--- config.mk ---
export PLATFORM = sky130hd
export DESIGN_NAME = uart_rx_addr
export DESIGN_NICKNAME = d
export VERILOG_FILES = /design/src/rtl/uart_rx_pkg.sv /design/src/rtl/uart_rx_baud.sv /design/src/rtl/uart_rx_frame.sv /design/src/rtl/uart_rx_buf.sv /design/src/rtl/uart_rx_addr.sv
export SDC_FILE = /design/constraint.sdc
export NUM_CORES = 1
export LEC_CHECK = 0
export CORE_ASPECT_RATIO = 0.9
export CORE_MARGIN = 2
export CORE_UTILIZATION = 58
export DETAILED_ROUTE_END_ITERATION = 10
export PLACE_DENSITY = 0.88
export RECOVER_POWER = 50
export SETUP_SLACK_MARGIN = 0.2
export SLEW_MARGIN = 20
export SYNTH_ARGS = -nofsm -noshare
export SYNTH_HDL_FRONTEND = slang
export SYNTH_SLANG_ARGS = --single-unit
--- constraint.sdc ---
create_clock -name clk -period 2.8 [get_ports clk]
set_clock_uncertainty 0.1 [all_clocks]
set_input_delay 0.56 -clock clk [delete_from_list [all_inputs] [get_ports clk]]
set_output_delay 0.56 -clock clk [all_outputs]
set_load 0.005 [all_outputs]
--- src/rtl/uart_rx_pkg.sv ---
package uart_rx_pkg;

    typedef enum logic [1:0] {
        PH_IDLE  = 2'd0,
        PH_START = 2'd1,
        PH_DATA  = 2'd2,
        PH_STOP  = 2'd3
    } rx_phase_e;

    localparam int unsigned OVERSAMPLE = 16;

    function automatic logic vote3(input logic a, input logic b, input logic c);
        return (a & b) | (a & c) | (b & c);
    endfunction

endpackage

--- src/rtl/uart_rx_baud.sv ---
module uart_rx_baud #(
    parameter int unsigned DIV_W = 8
) (
    input  logic             clk,
    input  logic             rst_n,
    input  logic [DIV_W-1:0] divisor,
    input  logic             high_speed,
    output logic             tick
);
    localparam int unsigned CNT_W = DIV_W + 2;

    typedef struct packed {
        logic [CNT_W-1:0] cnt;
        logic             tick;
    } baud_st_t;

    baud_st_t st_q, st_d;
    logic [CNT_W-1:0] limit;

    always_comb begin
        st_d  = st_q;
        limit = high_speed ? CNT_W'(divisor) : {divisor, 2'b11};
        st_d.tick = (st_q.cnt >= limit);
        st_d.cnt  = st_d.tick ? '0 : st_q.cnt + 1'b1;
    end

    always_ff @(posedge clk or negedge rst_n) begin
        if (!rst_n) st_q <= '0;
        else        st_q <= st_d;
    end

    assign tick = st_q.tick;
endmodule

--- src/rtl/uart_rx_frame.sv ---
module uart_rx_frame
    import uart_rx_pkg::*;
#(
    parameter int unsigned DATA_W = 8
) (
    input  logic              clk,
    input  logic              rst_n,
    input  logic              tick,
    input  logic              rx_in,
    input  logic              run,
    input  logic              nine_bit,
    output logic              frm_valid,
    output logic [DATA_W-1:0] frm_data,
    output logic              frm_bit9,
    output logic              frm_ferr
);
    localparam int unsigned IDX_W = $clog2(DATA_W + 1);
    localparam logic [3:0]  SUB_A = 4'd7;
    localparam logic [3:0]  SUB_B = 4'd8;
    localparam logic [3:0]  SUB_V = 4'd9;

    typedef struct packed {
        rx_phase_e         phase;
        logic [3:0]        sub;
        logic [IDX_W-1:0]  idx;
        logic              samp_a;
        logic              samp_b;
        logic [DATA_W-1:0] shreg;
        logic              bit9;
        logic [1:0]        sync;
        logic              valid;
        logic              ferr;
    } frame_st_t;

    frame_st_t st_q, st_d;
    logic       rxd;
    logic [3:0] nsub;
    logic       vote;
    logic [IDX_W-1:0] last_idx;

    always_comb begin
        st_d       = st_q;
        st_d.valid = 1'b0;
        st_d.sync  = {st_q.sync[0], rx_in};
        rxd        = st_q.sync[1];
        nsub       = st_q.sub + 4'd1;
        vote       = vote3(st_q.samp_a, st_q.samp_b, rxd);
        last_idx   = nine_bit ? IDX_W'(DATA_W) : IDX_W'(DATA_W - 1);

        if (!run) begin
            st_d.phase = PH_IDLE;
        end else if (tick) begin
            if (st_q.phase == PH_IDLE) begin
                if (!rxd) begin
                    st_d.phase = PH_START;
                    st_d.sub   = 4'd0;
                    st_d.bit9  = 1'b0;
                end
            end else begin
                st_d.sub = nsub;
                if (nsub == SUB_A) st_d.samp_a = rxd;
                if (nsub == SUB_B) st_d.samp_b = rxd;
                if (nsub == SUB_V) begin
                    unique case (st_q.phase)
                        PH_START: begin
                            st_d.phase = vote ? PH_IDLE : PH_DATA;
                            st_d.idx   = '0;
                        end
                        PH_DATA: begin
                            if (st_q.idx < IDX_W'(DATA_W))
                                st_d.shreg = {vote, st_q.shreg[DATA_W-1:1]};
                            else
                                st_d.bit9 = vote;
                            if (st_q.idx == last_idx) st_d.phase = PH_STOP;
                            else                      st_d.idx   = st_q.idx + 1'b1;
                        end
                        PH_STOP: begin
                            st_d.valid = 1'b1;
                            st_d.ferr  = ~vote;
                            st_d.phase = PH_IDLE;
                        end
                        default: st_d.phase = PH_IDLE;
                    endcase
                end
            end
        end
    end

    always_ff @(posedge clk or negedge rst_n) begin
        if (!rst_n) begin
            st_q      <= '0;
            st_q.sync <= 2'b11;
        end else begin
            st_q <= st_d;
        end
    end

    assign frm_valid = st_q.valid;
    assign frm_data  = st_q.shreg;
    assign frm_bit9  = st_q.bit9;
    assign frm_ferr  = st_q.ferr;
endmodule

--- src/rtl/uart_rx_buf.sv ---
module uart_rx_buf #(
    parameter int unsigned DATA_W = 8,
    parameter int unsigned DEPTH  = 2
) (
    input  logic              clk,
    input  logic              rst_n,
    input  logic              enable,
    input  logic              nine_bit,
    input  logic              addr_detect,
    input  logic              frm_valid,
    input  logic [DATA_W-1:0] frm_data,
    input  logic              frm_bit9,
    input  logic              frm_ferr,
    input  logic              pop,
    output logic [DATA_W-1:0] rd_data,
    output logic              rd_bit9,
    output logic              rd_ready,
    output logic              rd_ferr,
    output logic              overrun
);
    localparam int unsigned ENT_W = DATA_W + 2;
    localparam int unsigned PTR_W = (DEPTH > 1) ? $clog2(DEPTH) : 1;
    localparam int unsigned CNT_W = $clog2(DEPTH + 1);

    typedef struct packed {
        logic [DEPTH-1:0][ENT_W-1:0] mem;
        logic [PTR_W-1:0]            rd_ptr;
        logic [PTR_W-1:0]            wr_ptr;
        logic [CNT_W-1:0]            count;
        logic                        oerr;
    } buf_st_t;

    buf_st_t st_q, st_d;
    logic accept, pop_ok, full_now, write;
    logic [ENT_W-1:0] head;

    function automatic logic [PTR_W-1:0] ptr_inc(input logic [PTR_W-1:0] p);
        return (p == PTR_W'(DEPTH - 1)) ? '0 : p + 1'b1;
    endfunction

    always_comb begin
        st_d     = st_q;
        accept   = frm_valid && enable && !(addr_detect && nine_bit && !frm_bit9);
        pop_ok   = pop && (st_q.count != '0);
        full_now = (st_q.count == CNT_W'(DEPTH)) && !pop_ok;
        write    = accept && !full_now && !st_q.oerr;

        if (accept && full_now) st_d.oerr = 1'b1;
        if (!enable)            st_d.oerr = 1'b0;

        if (write) begin
            st_d.mem[st_q.wr_ptr] = {frm_ferr, frm_bit9 & nine_bit, frm_data};
            st_d.wr_ptr           = ptr_inc(st_q.wr_ptr);
        end
        if (pop_ok) st_d.rd_ptr = ptr_inc(st_q.rd_ptr);

        case ({write, pop_ok})
            2'b10:   st_d.count = st_q.count + 1'b1;
            2'b01:   st_d.count = st_q.count - 1'b1;
            default: st_d.count = st_q.count;
        endcase
    end

    always_ff @(posedge clk or negedge rst_n) begin
        if (!rst_n) st_q <= '0;
        else        st_q <= st_d;
    end

    assign head     = st_q.mem[st_q.rd_ptr];
    assign rd_ready = (st_q.count != '0);
    assign rd_data  = head[DATA_W-1:0];
    assign rd_bit9  = head[DATA_W];
    assign rd_ferr  = rd_ready & head[DATA_W+1];
    assign overrun  = st_q.oerr;
endmodule

--- src/rtl/uart_rx_addr.sv ---
module uart_rx_addr #(
    parameter int unsigned DIV_W  = 8,
    parameter int unsigned DATA_W = 8,
    parameter int unsigned DEPTH  = 2
) (
    input  logic              clk,
    input  logic              rst_n,
    input  logic              rx_in,
    input  logic [DIV_W-1:0]  divisor,
    input  logic              high_speed,
    input  logic              nine_bit,
    input  logic              rx_enable,
    input  logic              addr_detect,
    input  logic              rd_strobe,
    output logic [DATA_W-1:0] rx_data,
    output logic              rx_bit9,
    output logic              rx_ready,
    output logic              ferr,
    output logic              oerr
);
    logic              tick;
    logic              run;
    logic              frm_valid;
    logic [DATA_W-1:0] frm_data;
    logic              frm_bit9;
    logic              frm_ferr;

    assign run = rx_enable & ~oerr;

    uart_rx_baud #(.DIV_W(DIV_W)) u_baud (
        .clk(clk), .rst_n(rst_n), .divisor(divisor),
        .high_speed(high_speed), .tick(tick)
    );

    uart_rx_frame #(.DATA_W(DATA_W)) u_frame (
        .clk(clk), .rst_n(rst_n), .tick(tick), .rx_in(rx_in),
        .run(run), .nine_bit(nine_bit), .frm_valid(frm_valid),
        .frm_data(frm_data), .frm_bit9(frm_bit9), .frm_ferr(frm_ferr)
    );

    uart_rx_buf #(.DATA_W(DATA_W), .DEPTH(DEPTH)) u_buf (
        .clk(clk), .rst_n(rst_n), .enable(rx_enable), .nine_bit(nine_bit),
        .addr_detect(addr_detect), .frm_valid(frm_valid), .frm_data(frm_data),
        .frm_bit9(frm_bit9), .frm_ferr(frm_ferr), .pop(rd_strobe),
        .rd_data(rx_data), .rd_bit9(rx_bit9), .rd_ready(rx_ready),
        .rd_ferr(ferr), .overrun(oerr)
    );
endmodule

==> results of run 1 <==
-- cells by family after synthesis --
| family | count (synthesis) | synth area share, % |
|---|---|---|
| flip-flops | 61 | 47.6 |
| adder cells (fa/ha/maj) | 22 | 8.49 |
| multiplexers | 49 | 16.8 |
| buffers and inverters | 20 | 2.34 |
| XOR/XNOR | 15 | 4.09 |
| AND/OR/NAND/NOR | 79 | 13.2 |
| AO/OA/AOI/OAI | 39 | 7.59 |
-- worst max-delay path: cells and delay by family, from the launching register on --
kind,cells,cell delay (ns)
multiplexers,1,0.40
flip-flops,1,0.66
buffers and inverters,1,0.47
-- routing by layer --
layer | GRT usage, % | wire [µm]
met1 | 28.7 | 2850
met2 | 37.1 | 3070
met3 | 7.67 | 215
met4 | 5.93 | 61
met5 | 0 | 0
-- layout make-up --
type,count,area [µm²],share of cell area (%)
Clock inverter,5,83.8,2.21
Timing Repair Buffer,32,300,7.90
Tap cell,67,83.8,2.21
Sequential cell,61,1530,40.2
Multi-Input combinational cell,204,1610,42.4
Inverter,14,52.6,1.38
Clock buffer,11,141,3.72
-- sequential cells by signal, indices dropped and copies added (netlist names) --
name               count
u_buf.overrun          1
u_frame.frm_data       8
u_buf.st_q            24
u_baud.st_q           10
u_frame.frm_bit9       1
u_frame.frm_valid      1
u_frame.st_d           1
u_baud.tick            1
u_frame.rxd            1
u_frame.st_q          12
u_frame.frm_ferr       1
-- worst paths after layout --
kind / from / endpoint / cells past startpoint
setup / recovery: u_buf.st_q[4] / rx_data[0] / 2
hold / removal: u_frame.st_d[3] / u_frame.rxd / 0
setup reg to reg: u_frame.st_q[19] / u_frame.st_q[15] / 6
hold reg to reg: u_frame.st_d[3] / u_frame.rxd / 0
max in group asynchronous: rst_n / u_buf.st_q[3] / 2
min in group asynchronous: rst_n / u_frame.st_q[19] / 2
-- cell usage after synthesis --
| cell type | number |
|---|---|
| nand2_1 | 18 |
| and4b_1 | 1 |
| a21oi_1 | 8 |
| nor2b_1 | 3 |
| nor3_1 | 3 |
| dfstp_2 | 2 |
| nand3b_1 | 1 |
| inv_1 | 14 |
| o2111ai_1 | 1 |
| a31oi_1 | 2 |
| o31a_1 | 1 |
| a21boi_1 | 1 |
| a22oi_1 | 1 |
| a211oi_1 | 1 |
| nand2b_1 | 6 |
| and4_1 | 1 |
| nor4b_1 | 1 |
| nor2_1 | 23 |
| nor2_4 | 1 |
| and2_1 | 5 |
| dfrtp_1 | 59 |
| and3b_1 | 1 |
| nand2b_4 | 1 |
| a211o_1 | 1 |
| a21o_1 | 1 |
| clkbuf_1 | 6 |
| nand3_1 | 7 |
| ha_1 | 21 |
| nor4_1 | 1 |
| nor4_4 | 1 |
| nand4_1 | 3 |
| xnor2_1 | 8 |
| and3_1 | 1 |
| o22ai_1 | 1 |
| o211ai_1 | 4 |
| nor4bb_1 | 1 |
| o31ai_1 | 2 |
| xor2_1 | 7 |
| a22o_1 | 1 |
| mux2i_1 | 10 |
| maj3_1 | 1 |
| mux2_2 | 39 |
| a32o_1 | 1 |
| o21ai_0 | 13 |
-- where the power goes --
part	switching [mW]	leakage (nW)	internal, mW
Combinational	0.259	0.867	0.269
Sequential	0.157	0.823	0.982
Clock	0.353	0.106	0.527
Total	0.768	1.80	1.78
-- stage by stage --
| step | power, mW | instance area [µm²] | std cells |
|---|---|---|---|
| 2_1_floorplan | 1.51 | 3210 | 285 |
| 3_3_place_gp | 1.65 | 3580 | 378 |
| 3_5_place_dp | 1.69 | 3580 | 378 |
| 4_1_cts | 2.57 | 3800 | 394 |
| 5_1_grt | 2.70 | 3800 | 394 |
| 6_report | 2.55 | 3800 | 394 |
==> key figures, run 1 <==
Outcome
  – Status: finished clean

Layout
  – Fin nets: about 360
  – Fill count: around 380
  – Share of layout cells above drive strength 1: 19.9%
  – Diodes inserted: 0
  – Most common cell after layout, fill and taps aside: dfrtp_1
  – P&R area growth vs syn: 18.3%
  – Post-layout util: 71.9%
  – Most frequent cells in the layout: dfrtp_1, mux2_2, nor2_1, clkdlybuf4s50_1, ha_1

STA
  – Final setup TNS: 0 ns
  – Setup WS post-layout: 0.268 ns
  – Slew headroom: 2.21%
  – Max-slew violations: 0
  – Finish-stage setup viols: 0
  – Fin. Hold Viols: 0
  – Fin Hold WS: 0.263 ns
  – Min Tclk post-route: 2.53 ns
  – RSZ-0062 raised after global routing: false
  – F_max: 0.395 GHz
  – Worst-margin pin slew: ~1.5 ns
  – Fin crit share: 90.4%

Place
  – Post-DP HPWL: 4.32 mm
  – Pre-CTS WS: 0.0853 ns
  – I/O Buffers: 27
  – Gp weighted congestion: 0.881

Synthesis
  – Largest cells by area after synthesis: dfrtp_1, mux2_2, ha_1
  – Mapped Cells: 285
  – Syn Nets: 322
  – Syn Area/Cell: 11.3 µm²
  – Synth unique cells: between 40 and 50
  – Area leader, netlist: dfrtp_1
  – #FFs+latches synth: 61
  – Ys Warns: 0
  – Register area share after synthesis: a little under half
  – Synth Cell Area: between 0.003 and 0.004 mm²
  – Post-synth top area share: between 40% and 50%

Pwr
  – Leakage: about 1.8 nW
  – Worst vdd ir: between 400 and 500 µV
  – Pwr Density: 670 mW/mm²

Clocking
  – Num CTS Buffers: 9
  – Clock buffer depth: 2
  – Post-CTS Setup Inserts: 0
  – Clock tree from TritonCTS: built
  – Clock root cell: clkbuf_8
  – Skew-Pair Late Insertion Delay: 0.35 ns
  – Post-CTS sizing: 0
  – Clk sinks: 61
  – H-Tree Depth: 3
  – Cts hold-fix bufs: 0
  – Clk slew on worst S/H paths: 0.07 ns

Route
  – Initial DRC count: 106
  – Vias: about 2200
  – Drt pass-1 iters: 4
  – Avg WL per Cell: 15.7 µm
  – Vias per cell: 5.56
  – Final wirelength: slightly above 6 mm
  – ANT nets after route: 0
  – DRC Markers: 0

Setup path
  – Worst setup SP type: flop
  – CP endpoint kind: output port
  – Slowest CP cell: dfrtp_1
  – CP Max Fanout: 11
  – CP arrival: 1.87 ns
  – Reg2reg setup slack: 0.56 ns
  – WP data required: 2.14 ns
  – Largest stage delay, worst path: roughly 0.66 ns
  – Worst path cell trace: mux2_2 > clkdlybuf4s50_1
  – Critical path class: flop to output port

Global routing
  – Total track usage: between 20% and 30%
  – First-pass GRT wire length: 10.3 mm
  – Initial antenna violation count: 0
  – Largest net degree at the start of global routing: 62
  – Total grt overflow: 0
  – Vias in the first global route: about 2200

Floorplanning
  – Die Width: about 82 µm
  – # IOs: 28
  – Initial Util: 60.8%
  – Chip height: 74.6 µm
  – Core area: 0.00529 mm²
  – Site row count: 25
  – Die area: around 0.0062 mm²

Job
  – Max cap viols: 0

Hold path
  – Hold Path Class: flop to flop
(Power assumes the default switching activity.)
==> run 2, diff against run 1 <==
--- a/config.mk
+++ b/config.mk
@@ -5,7 +5,6 @@
 export SDC_FILE = /design/constraint.sdc
 export NUM_CORES = 1
 export LEC_CHECK = 0
-export CORE_ASPECT_RATIO = 0.9
 export CORE_MARGIN = 2
 export CORE_UTILIZATION = 58
 export DETAILED_ROUTE_END_ITERATION = 10
==> run 2 against run 1 <==
Effect of this change: design area up 0.69%; global-route usage hardly changed; first-iteration DRC count up 35%.
==> key figures, run 2 (synthesized netlist as in run 1, its figures left out) <==
STA
  – Worst-margin pin slew: 1.17 ns (was 1.47 ns)
  – Max-slew violations: 0 (unchanged)
  – Fin crit share: 85.4% (was 90.4%)
  – Fin. Hold Viols: 0 (unchanged)
  – Min Tclk post-route: 2.39 ns (was 2.53 ns)
  – F_max: 0.418 GHz (was 0.395 GHz)
  – Slew headroom: 21.9% (was 2.21%)
  – Finish-stage setup viols: 0 (unchanged)
  – RSZ-0062 raised after global routing: false (unchanged)
  – Final setup TNS: 0 ns (unchanged)

Clocking
  – Clk slew on worst S/H paths: 0.07 ns (about the same)
  – Skew-Pair Late Insertion Delay: 0.33 ns (was 0.35 ns)
  – H-Tree Depth: 3 (unchanged)
  – Clock root cell: clkbuf_8 (unchanged)
  – Clk sinks: 61 (unchanged)
  – Num CTS Buffers: 9 (unchanged)
  – Clock tree from TritonCTS: built (unchanged)
  – Clock buffer depth: 2 (unchanged)
  – Cts hold-fix bufs: 0 (unchanged)

Layout
  – Biggest regs: u_buf.st_q x24, u_frame.st_q x12, u_baud.st_q x10 (unchanged)
  – Area of the multi-input gates: 0.00161 mm² (unchanged)
  – Post-route insts no fill: 402 (was 394)
  – Fill count: 387 (was 376)
  – P&R area growth vs syn: 19.1% (was 18.3%)
  – Most common cell after layout, fill and taps aside: dfrtp_1 (unchanged)
  – Reg area: 0.00153 mm² (about the same)
  – Share of layout cells above drive strength 1: 19.7% (was 19.9%)
  – Final instance area: 0.00383 mm² (was 0.00380 mm²)
  – Number of flip-flops under the largest register name: 24 (unchanged)
  – Diodes inserted: 0 (unchanged)
  – Fin nets: 362 (was 359)
  – Top register by number of flip-flops: u_buf.st_q (unchanged)
  – Most frequent cells in the layout: dfrtp_1, mux2_2, nor2_1, clkdlybuf4s50_1, ha_1 (unchanged)

Setup path
  – CP arrival: 1.73 ns (was 1.87 ns)
  – WP buf/inv: 1 (unchanged)
  – CP Max Fanout: 11 (unchanged)
  – Worst path cell trace: mux2_2 > clkdlybuf4s50_1 (unchanged)
  – Worst setup SP type: flop (unchanged)
  – Largest delay share family, worst path: flip-flops (unchanged)
  – Reg2Reg Depth: 6 (unchanged)
  – WP data required: 2.14 ns (about the same)
  – Largest stage delay, worst path: 0.55 ns (was 0.66 ns)
  – Critical path class: flop to output port (unchanged)
  – Reg-to-reg startpoint: u_frame.st_q[19] (unchanged)
  – Slowest CP cell: dfrtp_2 (was dfrtp_1)
  – Critical path depth in cells: 2 (unchanged)
  – R2r endpoint: u_frame.st_q[15] (unchanged)
  – Reg2reg setup slack: 0.61 ns (was 0.56 ns)
  – CP endpoint kind: output port (unchanged)

Floorplanning
  – # IOs: 28 (unchanged)
  – Core area: 0.00544 mm² (was 0.00529 mm²)
  – Initial Util: 59.1% (was 60.8%)
  – Chip height: 78.4 µm (was 74.6 µm)
  – Site row count: 27 (was 25)
  – Die Width: 78.4 µm (was 82.5 µm)
  – Die area: 0.00615 mm² (about the same)

Global routing
  – Total grt overflow: 0 (unchanged)
  – Total track usage: 22.5% (about the same)
  – Largest net degree at the start of global routing: 23 (was 62)
  – First-pass GRT wire length: 10.6 mm (was 10.3 mm)
  – Vias in the first global route: 2301 (was 2198)
  – Initial antenna violation count: 0 (unchanged)

Place
  – I/O Buffers: 27 (unchanged)
  – Post-DP HPWL: 4.44 mm (was 4.32 mm)
  – Placed cell area: 0.00360 mm² (was 0.00358 mm²)
  – Gp weighted congestion: 0.825 (was 0.881)
  – Placed cell count: 385 (was 378)

Route
  – Final wirelength: 6.30 mm (was 6.21 mm)
  – Vias: 2244 (was 2189)
  – Drt pass-1 iters: 5 (was 4)
  – Vias per cell: 5.58 (was 5.56)
  – ANT nets after route: 0 (unchanged)
  – Initial DRC count: 143 (was 106)
  – Avg WL per Cell: 15.7 µm (about the same)
  – DRC Markers: 0 (unchanged)

Hold path
  – Worst hold start: u_frame.st_d[3] (unchanged)
  – Hold Path Class: flop to flop (unchanged)
  – Hold Path Stages: 0 (unchanged)
  – Worst Hold Endpoint: u_frame.rxd (unchanged)

Pwr
  – Worst vdd ir: 557 µV (was 449 µV)
  – Leakage: 1.81 nW (was 1.80 nW)
  – Pwr Density: 669 mW/mm² (was 670 mW/mm²)

Outcome
  – Status: finished clean (unchanged)

Job
  – Max cap viols: 0 (unchanged)
-- run 2: per-layer routing --
metal | global-route usage, % | routed length [µm] | up-vias
li1 | - | - | 1085
met1 | 26.9 | 2610 | 1109
met2 | 38.2 | 3360 | 38
met3 | 7.82 | 230 | 12
met4 | 7.37 | 101 | 0
met5 | 0 | 0 | -
-- run 2: report_power, final --
| part | internal, mW | switching (mW) |
|---|---|---|
| logic | 0.270 | 0.262 |
| clock network | 0.552 | 0.330 |
| registers | 0.984 | 0.159 |
| total | 1.81 | 0.752 |
-- run 2: final cells by class --
| type | count | area share, % |
|---|---|---|
| repair buffers | 35 | 8.27 |
| clock buffers | 13 | 4.15 |
| inverters | 14 | 1.37 |
| flip-flops and latches | 61 | 40.0 |
| well taps | 72 | 2.35 |
| clock inverters | 3 | 1.80 |
| multi-input cells | 204 | 42.1 |
-- run 2: worst max-delay path by stage --
stage / from / to / slack, ns
6_report: u_buf.st_q[4] / rx_data[3] / 0.41
4_1_cts: high_speed / u_baud.st_q[5] / 0.22
3_3_place_gp: high_speed / u_baud.st_q[9] / -0.04
2_1_floorplan: high_speed / u_baud.st_q[3] / 0.41
3_5_place_dp: high_speed / u_baud.st_q[10] / -0.15
5_1_grt: rst_n / u_frame.st_q[23] / 0.34
-- run 2: stage by stage --
step / utilization [%] / total power [mW] / worst slack [ns] / hold slack, ns
CTS: 70.4 / 2.57 / 0.219 / 0.0913
floorplan: - / 1.51 / 0.411 / 0.164
detailed placement: 66.2 / 1.68 / -0.153 / 0.250
global placement: 66.2 / 1.65 / -0.0372 / 0.253
finish: 70.4 / 2.56 / 0.410 / 0.264
global route: 70.4 / 2.72 / 0.338 / 0.279
-- run 2: timing repair --
item	in CTS	in global routing
setup buffers	0	1
setup endpoints to repair	0	13
resized for setup	0	1
-- run 2: worst reg2reg max path, delay by kind of cell, from the launching register on --
kind	cells	cell delay (ns)
DFF	1	0.47
buffers and inverters	1	0.11
and+or+nand+nor	2	0.44
AOI/OAI and AO/OA	2	0.62
adders and majority gates	1	0.35
==> run 3, diff against run 2 <==
--- a/config.mk
+++ b/config.mk
@@ -8,6 +8,7 @@
 export CORE_MARGIN = 2
 export CORE_UTILIZATION = 58
 export DETAILED_ROUTE_END_ITERATION = 10
+export GPL_ROUTABILITY_DRIVEN = 0
 export PLACE_DENSITY = 0.88
 export RECOVER_POWER = 50
 export SETUP_SLACK_MARGIN = 0.2
==> results of run 3 <==
No change in the layout: final DEF, timing and power equal those of run 2.
